===== src/rtl/pport_pkg.sv =====
package pport_pkg;

  typedef enum logic [1:0] {
    PM_STD = 2'd0,
    PM_PS2 = 2'd1,
    PM_ECP = 2'd2,
    PM_EPP = 2'd3
  } pmode_e;

  localparam logic [1:0] A_DATA = 2'd0;
  localparam logic [1:0] A_STAT = 2'd1;
  localparam logic [1:0] A_CTRL = 2'd2;
  localparam logic [1:0] A_XCTL = 2'd3;

  localparam logic [2:0] F_PS2 = 3'b001;
  localparam logic [2:0] F_ECP = 3'b011;
  localparam logic [2:0] F_EPP = 3'b100;

  function automatic pmode_e decode_mode(input logic [2:0] f);
    case (f)
      F_PS2:   return PM_PS2;
      F_ECP:   return PM_ECP;
      F_EPP:   return PM_EPP;
      default: return PM_STD;
    endcase
  endfunction

endpackage


===== src/rtl/pport_regs.sv =====
module pport_regs
  import pport_pkg::*;
(
  input  logic       clk,
  input  logic       rst,
  input  logic [1:0] addr,
  input  logic       wr,
  input  logic       rd,
  input  logic [7:0] wdata,
  input  logic [6:0] pins,
  input  logic       fifo_empty,
  input  logic       tmo_flag,
  output logic [7:0] rdata,
  output pmode_e     mode
);

  logic [7:0] data_q;
  logic [7:0] ctrl_q;
  logic [7:1] xctl_q;
  logic [7:0] rd_mux;

  always_comb begin
    case (addr)
      A_DATA:  rd_mux = data_q;
      A_STAT:  rd_mux = {pins, tmo_flag};
      A_CTRL:  rd_mux = ctrl_q;
      default: rd_mux = {xctl_q, fifo_empty};
    endcase
  end

  always_ff @(posedge clk) begin
    if (rst) begin
      data_q <= '0;
      ctrl_q <= '0;
      xctl_q <= '0;
      mode   <= PM_STD;
      rdata  <= '0;
    end else begin
      if (wr) begin
        case (addr)
          A_DATA: data_q <= wdata;
          A_CTRL: ctrl_q <= wdata;
          A_XCTL: begin
            xctl_q <= wdata[7:1];
            mode   <= decode_mode(wdata[7:5]);
          end
          default: ;
        endcase
      end
      if (rd) rdata <= rd_mux;
    end
  end

  // a data read returns the latch value held at the time of the read
  a_r2_data_read: assert property (@(posedge clk) disable iff (rst)
    (rd && addr == A_DATA) |=> (rdata == $past(data_q)));

  // reserved codes leave the port in standard mode
  a_r4_reserved_std: assert property (@(posedge clk) disable iff (rst)
    (wr && addr == A_XCTL && wdata[7:5] != F_PS2 && wdata[7:5] != F_ECP
     && wdata[7:5] != F_EPP) |=> (mode == PM_STD));

  // extended-control bit 0 follows the FIFO-empty input
  a_r5_empty_bit: assert property (@(posedge clk) disable iff (rst)
    (rd && addr == A_XCTL) |=> (rdata[0] == $past(fifo_empty)));

endmodule


===== src/rtl/pport_tmo.sv =====
module pport_tmo #(
  parameter int LIMIT = 64
) (
  input  logic clk,
  input  logic rst,
  input  logic epp_mode,
  input  logic epp_cycle,
  input  logic sts_wr,
  input  logic sts_bit0,
  output logic flag
);

  localparam int CW = $clog2(LIMIT + 1);
  localparam logic [CW-1:0] LIM = CW'(LIMIT);

  logic [CW-1:0] cnt;
  logic          armed;
  logic          fire;
  logic          clr;

  assign fire = epp_mode && epp_cycle && (cnt == LIM);
  assign clr  = sts_wr && !sts_bit0 && armed;

  always_ff @(posedge clk) begin
    if (rst) begin
      cnt   <= '0;
      flag  <= 1'b0;
      armed <= 1'b0;
    end else begin
      if (epp_mode && epp_cycle) begin
        if (cnt != LIM) cnt <= cnt + 1'b1;
      end else begin
        cnt <= '0;
      end
      if (fire)     flag <= 1'b1;
      else if (clr) flag <= 1'b0;
      if (sts_wr)   armed <= sts_bit0;
    end
  end

  // the flag holds unless a status write with bit 0 clear arrives
  a_r9_sticky: assert property (@(posedge clk) disable iff (rst)
    (flag && !(sts_wr && !sts_bit0)) |=> flag);

  // an unarmed clear write leaves the flag set
  a_r9_unarmed: assert property (@(posedge clk) disable iff (rst)
    (flag && sts_wr && !sts_bit0 && !armed) |=> flag);

  // outside EPP mode a clear flag never sets
  a_r8_no_set: assert property (@(posedge clk) disable iff (rst)
    (!flag && !epp_mode) |=> !flag);

endmodule


===== src/rtl/pport_sync.sv =====
module pport_sync #(
  parameter int POLL_LIMIT = 100
) (
  input  logic clk,
  input  logic rst,
  input  logic req,
  input  logic epp_mode,
  input  logic fifo_empty,
  output logic done,
  output logic fail
);

  localparam int PW = $clog2(POLL_LIMIT + 1);
  localparam logic [PW-1:0] LAST = PW'(POLL_LIMIT - 1);

  logic          busy;
  logic [PW-1:0] polls;

  always_ff @(posedge clk) begin
    if (rst) begin
      busy  <= 1'b0;
      polls <= '0;
      done  <= 1'b0;
      fail  <= 1'b0;
    end else begin
      done <= 1'b0;
      fail <= 1'b0;
      if (!busy) begin
        if (req) begin
          if (epp_mode) begin
            busy  <= 1'b1;
            polls <= '0;
          end else begin
            done <= 1'b1;
          end
        end
      end else if (fifo_empty) begin
        done <= 1'b1;
        busy <= 1'b0;
      end else if (polls == LAST) begin
        done <= 1'b1;
        fail <= 1'b1;
        busy <= 1'b0;
      end else begin
        polls <= polls + 1'b1;
      end
    end
  end

  // outside EPP mode a request completes at once without failure
  a_r6_immediate: assert property (@(posedge clk) disable iff (rst)
    (req && !busy && !epp_mode) |=> (done && !fail));

  // failure is only reported together with completion
  a_r7_fail_done: assert property (@(posedge clk) disable iff (rst)
    fail |-> done);

  // a poll that sees an empty FIFO ends the sync successfully
  a_r7_empty_ok: assert property (@(posedge clk) disable iff (rst)
    (busy && fifo_empty) |=> (done && !fail));

endmodule


===== src/rtl/pport_mode_ctrl.sv =====
module pport_mode_ctrl
  import pport_pkg::*;
#(
  parameter int FIFO_LW        = 5,
  parameter int POLL_LIMIT     = 100,
  parameter int TIMEOUT_CYCLES = 64
) (
  input  logic               clk,
  input  logic               rst,
  input  logic [1:0]         bus_addr,
  input  logic               bus_wr,
  input  logic               bus_rd,
  input  logic [7:0]         bus_wdata,
  output logic [7:0]         bus_rdata,
  input  logic [6:0]         pin_status_i,
  input  logic [FIFO_LW-1:0] fifo_level_i,
  input  logic               epp_cycle_i,
  input  logic               sync_req_i,
  output logic               sync_done_o,
  output logic               sync_fail_o,
  output logic [1:0]         port_mode_o
);

  pmode_e mode;
  logic   fifo_empty;
  logic   epp_mode;
  logic   tmo_flag;
  logic   sts_wr;

  assign fifo_empty  = (fifo_level_i == '0);
  assign epp_mode    = (mode == PM_EPP);
  assign sts_wr      = bus_wr && (bus_addr == A_STAT);
  assign port_mode_o = mode;

  pport_regs u_regs (
    .clk        (clk),
    .rst        (rst),
    .addr       (bus_addr),
    .wr         (bus_wr),
    .rd         (bus_rd),
    .wdata      (bus_wdata),
    .pins       (pin_status_i),
    .fifo_empty (fifo_empty),
    .tmo_flag   (tmo_flag),
    .rdata      (bus_rdata),
    .mode       (mode)
  );

  pport_tmo #(.LIMIT(TIMEOUT_CYCLES)) u_tmo (
    .clk       (clk),
    .rst       (rst),
    .epp_mode  (epp_mode),
    .epp_cycle (epp_cycle_i),
    .sts_wr    (sts_wr),
    .sts_bit0  (bus_wdata[0]),
    .flag      (tmo_flag)
  );

  pport_sync #(.POLL_LIMIT(POLL_LIMIT)) u_sync (
    .clk        (clk),
    .rst        (rst),
    .req        (sync_req_i),
    .epp_mode   (epp_mode),
    .fifo_empty (fifo_empty),
    .done       (sync_done_o),
    .fail       (sync_fail_o)
  );

  // an EPP code written to extended control selects EPP mode next cycle
  a_r3_epp_select: assert property (@(posedge clk) disable iff (rst)
    (bus_wr && bus_addr == A_XCTL && bus_wdata[7:5] == F_EPP) |=> (port_mode_o == 2'd3));

endmodule


===== config.mk =====
export PLATFORM = sky130hd
export DESIGN_NAME = pport_mode_ctrl
export DESIGN_NICKNAME = d
export VERILOG_FILES = /design/src/rtl/pport_pkg.sv /design/src/rtl/pport_regs.sv /design/src/rtl/pport_tmo.sv /design/src/rtl/pport_sync.sv /design/src/rtl/pport_mode_ctrl.sv
export SDC_FILE = /design/constraint.sdc
export NUM_CORES = 1
export LEC_CHECK = 0
export BUFFER_PORTS_ARGS = -buffer_cell sky130_fd_sc_hd__clkbuf_2
export CAP_MARGIN = 10
export CORE_MARGIN = 5
export CORE_UTILIZATION = 55
export CTS_CLUSTER_SIZE = 40
export DETAILED_ROUTE_END_ITERATION = 8
export PLACE_DENSITY = 0.83
export SYNTH_ARGS = -nofsm -noshare
export SYNTH_HDL_FRONTEND = slang
export SYNTH_SLANG_ARGS = --single-unit

===== constraint.sdc =====
create_clock -name clk -period 2 [get_ports clk]
set_input_delay 0.4 -clock clk [delete_from_list [all_inputs] [get_ports clk]]
set_output_delay 0.4 -clock clk [all_outputs]
set_load 0.05 [all_outputs]

; After elaboration in Yosys (flattened, before gate mapping)
; Index checks and enable logic that the tools add are counted.
[word_totals]
word_cells = 64
inputBits = 28
regBits = 52
output_inout_bits = 12
[op_classes]
n_reduce_logical = 17
bitwise_logic = 2
eq_ne = 12
addsub = 2
muxes = 19
[ops]
columns = operator, n
row1 = $mux W7, 5
row2 = $pmux W8 S3, 1
row3 = $add A7 B1 Y7 const B, 2
row4 = $eq A7 B7 Y1 const B, 2
row5 = $mux W1, 12
row6 = $ne A7 B7 Y1 const B, 1
row7 = $eq A2 B2 Y1 const B, 3
row8 = $pmux W2 S3, 1
row9 = $reduce_and A2 Y1, 3
row10 = $reduce_bool A2 Y1, 3
row11 = $logic_and A1 B1 Y1, 5
row12 = $logic_not A5 Y1, 1
row13 = $ne A2 B2 Y1 const B, 2
row14 = $reduce_and A4 Y1, 1
row15 = $eq A3 B1 Y1 const B, 1
row16 = $eq A3 B2 Y1 const B, 1
row17 = $eq A3 B3 Y1 const B, 1
row18 = $reduce_or A3 Y1, 1
row19 = $eq A2 B1 Y1 const B, 1
row20 = $logic_not A2 Y1, 1
row21 = $not A1 Y1, 2
row22 = $reduce_or A2 Y1, 1
row23 = $logic_not A1 Y1, 1

; Longest topological paths before layout
[depth]
word_depth = 6
depth_mapped = 6

; Modules after synthesis
; From an unflattened synthesis, not the netlist that was laid out.
[unflattened]
hier_cells = 252
area_unflattened_um2 = 2398.6
[modules_own_cells]
columns = module, cells_per_inst, area_per_inst_um2, instances
row1 = pport_regs, 142, 1441.4, 1
row2 = pport_sync, 59, 514.2, 1
row3 = pport_tmo, 46, 417.9, 1
row4 = pport_mode_ctrl, 5, 25.0, 1

; Worst setup path before layout
; OpenSTA, ideal clock, no wires.
[synth_timing]
kind = input to register
start = input port fifo_level_i[0]
end = register u_sync.polls[6]
path_buffers = 1
arrival_time_ns = 1.449
slack_ns = 0.433
setup_time_ns = 0.117
stages = 5
cell_sequence = or4_4 > nor2_2 > buf_6 > o31ai_1 > a32o_1
[synth_between]
elab_chain_len = 3
[synth_lines]
columns = element, line
row1 = "start, declared", pport_mode_ctrl.sv:16  ; input logic [FIFO_LW-1:0] fifo_level_i,
row2 = $logic_not A5 Y1, pport_mode_ctrl.sv:30  ; assign fifo_empty = (fifo_level_i == '0);
row3 = $ne A2 B2 Y1 (no line), -
row4 = $reduce_and A4 Y1 (no line), -
row5 = "end signal, assigned", pport_sync.sv:45  ; polls <= polls + 1'b1;
row6 = "end, declared", pport_sync.sv:17  ; logic [PW-1:0] polls;
; No other way between the ends.
; A chain may end at the register's enable or synchronous reset.

; Worst setup path after layout
[layout_timing]
start = register u_sync.polls[0]
end = register u_sync.polls[6]
[layout_between]
elab_chain_len = 4
word_cells_on_any_way = 7
classes_between = add/sub: 1 / eq/ne: 2 / mux: 3 / reduce/logical: 1
[layout_lines]
columns = element, line
row1 = $add A7 B1 Y7, pport_sync.sv:45
row2 = $mux W7, pport_sync.sv:40  ; end else if (polls == LAST) begin
row3 = $mux W7, pport_sync.sv:37  ; end else if (fifo_empty) begin
row4 = $mux W7, pport_sync.sv:28  ; if (!busy) begin
; Several ways; a longest one is shown, not always the timed one. The select of a mux whose other input is x is not followed.

==> metrics.log <==
INFO  metric result_of_the_run = complete, no violations
INFO  metric timing_max_transition_violations_final = 0
INFO  metric cts_post_setup_buffers_inserted = 0
INFO  metric row_count = 23
INFO  metric yosys-top-cells-area = sky130_fd_sc_hd__dfxtp_1 44%, sky130_fd_sc_hd__mux2i_1 11%, sky130_fd_sc_hd__mux4_2 6.7%
INFO  metric mappedNetlistArea = 2360 µm²
INFO  metric maxCapViolations = 0
INFO  metric place_ws = 0.291 ns
INFO  metric nNetsFinal = 318
INFO  metric detailed_place_hpwl = 3620 µm
INFO  metric synth_warnings = 0
INFO  metric synthXorXnorAreaFrac = 2.60%
INFO  metric fin_setup_tns = 0 ns
INFO  metric worstHoldPathType = primary input to flop
INFO  metric synth.ff_latch_count = 52
INFO  metric postSynth.topFlopCell = sky130_fd_sc_hd__dfxtp_1
INFO  metric post_synth_most_frequent_cells = 52 x sky130_fd_sc_hd__dfxtp_1, 37 x sky130_fd_sc_hd__nor2_1, 25 x sky130_fd_sc_hd__mux2i_1
INFO  metric final.setup_skew = 0.00861 ns
INFO  metric layout_setup_ws = 0.345 ns
INFO  metric synth_enable_flop_cells = 0
INFO  metric netlist-cell-type-count = 45
INFO  metric initial_utilization = 57.7%
INFO  metric pwr_density_cell = 702 nW/µm²
INFO  metric grt_pass1_vias = 1911
INFO  metric path_class = flop to flop
INFO  metric cts_resized = 0
INFO  metric maximum_number_of_pins_on_one_net_before_global_route_repair = 43
INFO  metric tritoncts = built
INFO  metric synthSimpleGateAreaFrac = 21.2%
INFO  metric grt_first_pass_wirelength = 8490 µm
INFO  metric globalplace.congestion = 0.860
INFO  metric port-buffer-count = 39
INFO  metric clock-root-buffer = sky130_fd_sc_hd__clkbuf_8
INFO  metric fin_crit = 1.65 ns
INFO  metric synth_largest_type_area_fraction = 44.2%
INFO  metric max_freq = 0.604 GHz
INFO  metric clk_pin_slew = 0.09 ns
INFO  metric wl_per_cell = 14.9 µm
INFO  metric seq_area = 1040 µm²
INFO  metric critical_path_peak_fanout = 4
INFO  metric antenna_violating_nets_post_route = 0
INFO  metric fp.dieW = 75.5 µm
INFO  metric cts.path.max_buffers = 2
INFO  metric routed_via_density = 5.76
INFO  metric detailedRoute.firstIterationViolations = 156
INFO  metric die_h = 75.5 µm
INFO  metric final_util = 66.0%
INFO  metric timing.critical_path.from_type = flop
INFO  metric seq_area_frac_synth = 44.2%
INFO  metric synth-compound-area-share = 9.35%
INFO  metric numCtsBuffers = 5
INFO  metric synth_mux_area_share = 17.3%
INFO  metric grt_total_ovfl = 0
INFO  metric hold_violations = 0
INFO  metric synth_top_cell_by_area = sky130_fd_sc_hd__dfxtp_1
INFO  metric syn_area_per_cell = 9.50 µm²
INFO  metric multi_input_comb_area = 1230 µm²
INFO  metric grt_setup_unrepaired = false
INFO  metric synth_most_common_cell = sky130_fd_sc_hd__dfxtp_1
INFO  metric final.fill_count = 344
INFO  metric synthToLayoutAreaGrowth = 14.4%
INFO  metric postSynth.asyncResetShare = 0%
INFO  metric drcViolationCount = 0
INFO  metric finalSetupViolations = 0
INFO  metric ratio_of_cells_with_drive_above_1_in_the_final_layout = 23.6%
INFO  metric gr-usage-all-layers = 19.4%
INFO  metric cts_max_level = 2
INFO  metric synth_top_family_by_area = simple AND/OR/NAND/NOR gates
INFO  metric gate_count_after_technology_mapping = 248
INFO  metric clk-insertion-delay-late = 0.30 ns
INFO  metric dr.pass1.iters = 4
INFO  metric worst_pin_slew = 0.415 ns
INFO  metric syn-num-nets = 279
INFO  metric vdd.ir_drop.worst = 0.490 mV
INFO  metric setup.worst_path.end_class = flop
INFO  metric fp.coreArea = 4090 µm²
INFO  metric floorplan.die_area = 5690 µm²
INFO  metric post_synth_fa_ha_maj_area_fraction = 1.59%
INFO  metric antenna_found_initial = 0
INFO  metric cp_data_required_time = 2.24 ns
INFO  metric diodes = 0
INFO  metric totalWireLength = 5030 µm
INFO  metric clock_sinks = 52
INFO  metric cts_hold_buf = 0
INFO  metric worst_ep_arrival_time = 1.90 ns
INFO  metric maxSlewHeadroom = 71.9%
INFO  metric top_level_port_count = 40
INFO  metric cellLeakagePower = 1.13 nW
INFO  metric via_count = 1948
INFO  metric final_min_period_over_clock_period = 82.7%
logic make-up after synthesis:
kind of cell,Yosys count
AND/OR/NAND/NOR,102
flip-flops,52
AO/OA/AOI/OAI,33
multiplexers,32
buffers and inverters,19
XOR/XNOR,7
adder cells (fa/ha/maj),3
final cells by class:
class	count	share of cell area, %
Multi-Input combinational cell	177	45.5
Clock buffer	6	3.06
Tap cell	50	2.32
Sequential cell	52	38.6
Timing Repair Buffer	46	9.19
Clock inverter	2	0.557
Inverter	5	0.696
placed cells by master, fill, tap and decap left out, types with 3 or more instances in the layout:
master	count
sky130_fd_sc_hd__nor2_1	37
sky130_fd_sc_hd__dfxtp_1	52
sky130_fd_sc_hd__a31oi_1	5
sky130_fd_sc_hd__a21oi_1	13
sky130_fd_sc_hd__buf_4	7
sky130_fd_sc_hd__clkbuf_8	6
sky130_fd_sc_hd__ha_1	3
sky130_fd_sc_hd__mux2i_1	25
sky130_fd_sc_hd__nand2_1	20
sky130_fd_sc_hd__xor2_1	3
sky130_fd_sc_hd__mux4_2	7
sky130_fd_sc_hd__nand3_1	14
sky130_fd_sc_hd__nor3_1	6
sky130_fd_sc_hd__nand2b_1	3
sky130_fd_sc_hd__inv_1	4
sky130_fd_sc_hd__and3_1	5
sky130_fd_sc_hd__clkbuf_2	39
sky130_fd_sc_hd__xnor2_1	4
sky130_fd_sc_hd__o21ai_0	3
power by group:
part	switching [mW]	internal, mW	total (mW)
registers	0.0144	1.06	1.07
logic	0.121	0.0823	0.203
clock network	0.333	0.280	0.613
sequential cells by signal (all words and copies together), names as in the netlist:
| register | cells |
|---|---|
| u_tmo.armed | 1 |
| u_regs.mode | 2 |
| u_regs.rdata | 8 |
| u_sync.busy | 1 |
| u_tmo.cnt | 7 |
| u_regs.ctrl_q | 8 |
| u_regs.data_q | 8 |
| u_sync.polls | 7 |
| u_tmo.flag | 1 |
| u_sync.fail | 1 |
| u_sync.done | 1 |
| u_regs.xctl_q | 7 |
critical path: stages (launching register included):
cell and delay [ns]:
sky130_fd_sc_hd__dfxtp_1 0.39, sky130_fd_sc_hd__ha_1 0.25, sky130_fd_sc_hd__nand3_1 0.16, sky130_fd_sc_hd__or3_1 0.38, sky130_fd_sc_hd__o31ai_1 0.25, sky130_fd_sc_hd__a32o_1 0.17
path summary, 6_finish.rpt:
path	cells after the start	end	slack (ns)	from
worst max-delay path	5	u_sync.polls[6]	0.35	u_sync.polls[0]
worst min-delay path	3	u_regs.xctl_q[4]	0.35	bus_wdata[4]
worst max register to register	5	u_sync.polls[6]	0.35	u_sync.polls[0]
worst min register to register	2	u_regs.xctl_q[2]	0.46	u_regs.xctl_q[2]
per-stage QoR:
step,hold slack (ns),power (mW),instances,cell area (µm²)
2_1_floorplan,0.433,1.23,248,2360
3_3_place_gp,0.441,1.30,330,2600
3_5_place_dp,0.446,1.30,330,2600
4_1_cts,0.334,1.91,338,2700
5_1_grt,0.326,1.98,338,2700
6_report,0.345,1.89,338,2700
routing by layer:
layer  global-route usage, %  wire length (µm)  up-vias
li1                        -                 -      962
met5                       0                 0        -
met4                    6.60                65        0
met1                    23.3              2170      923
met2                    33.6              2490       56
met3                    5.28               304        7
Note: power is estimated with default switching activity, not from simulation.
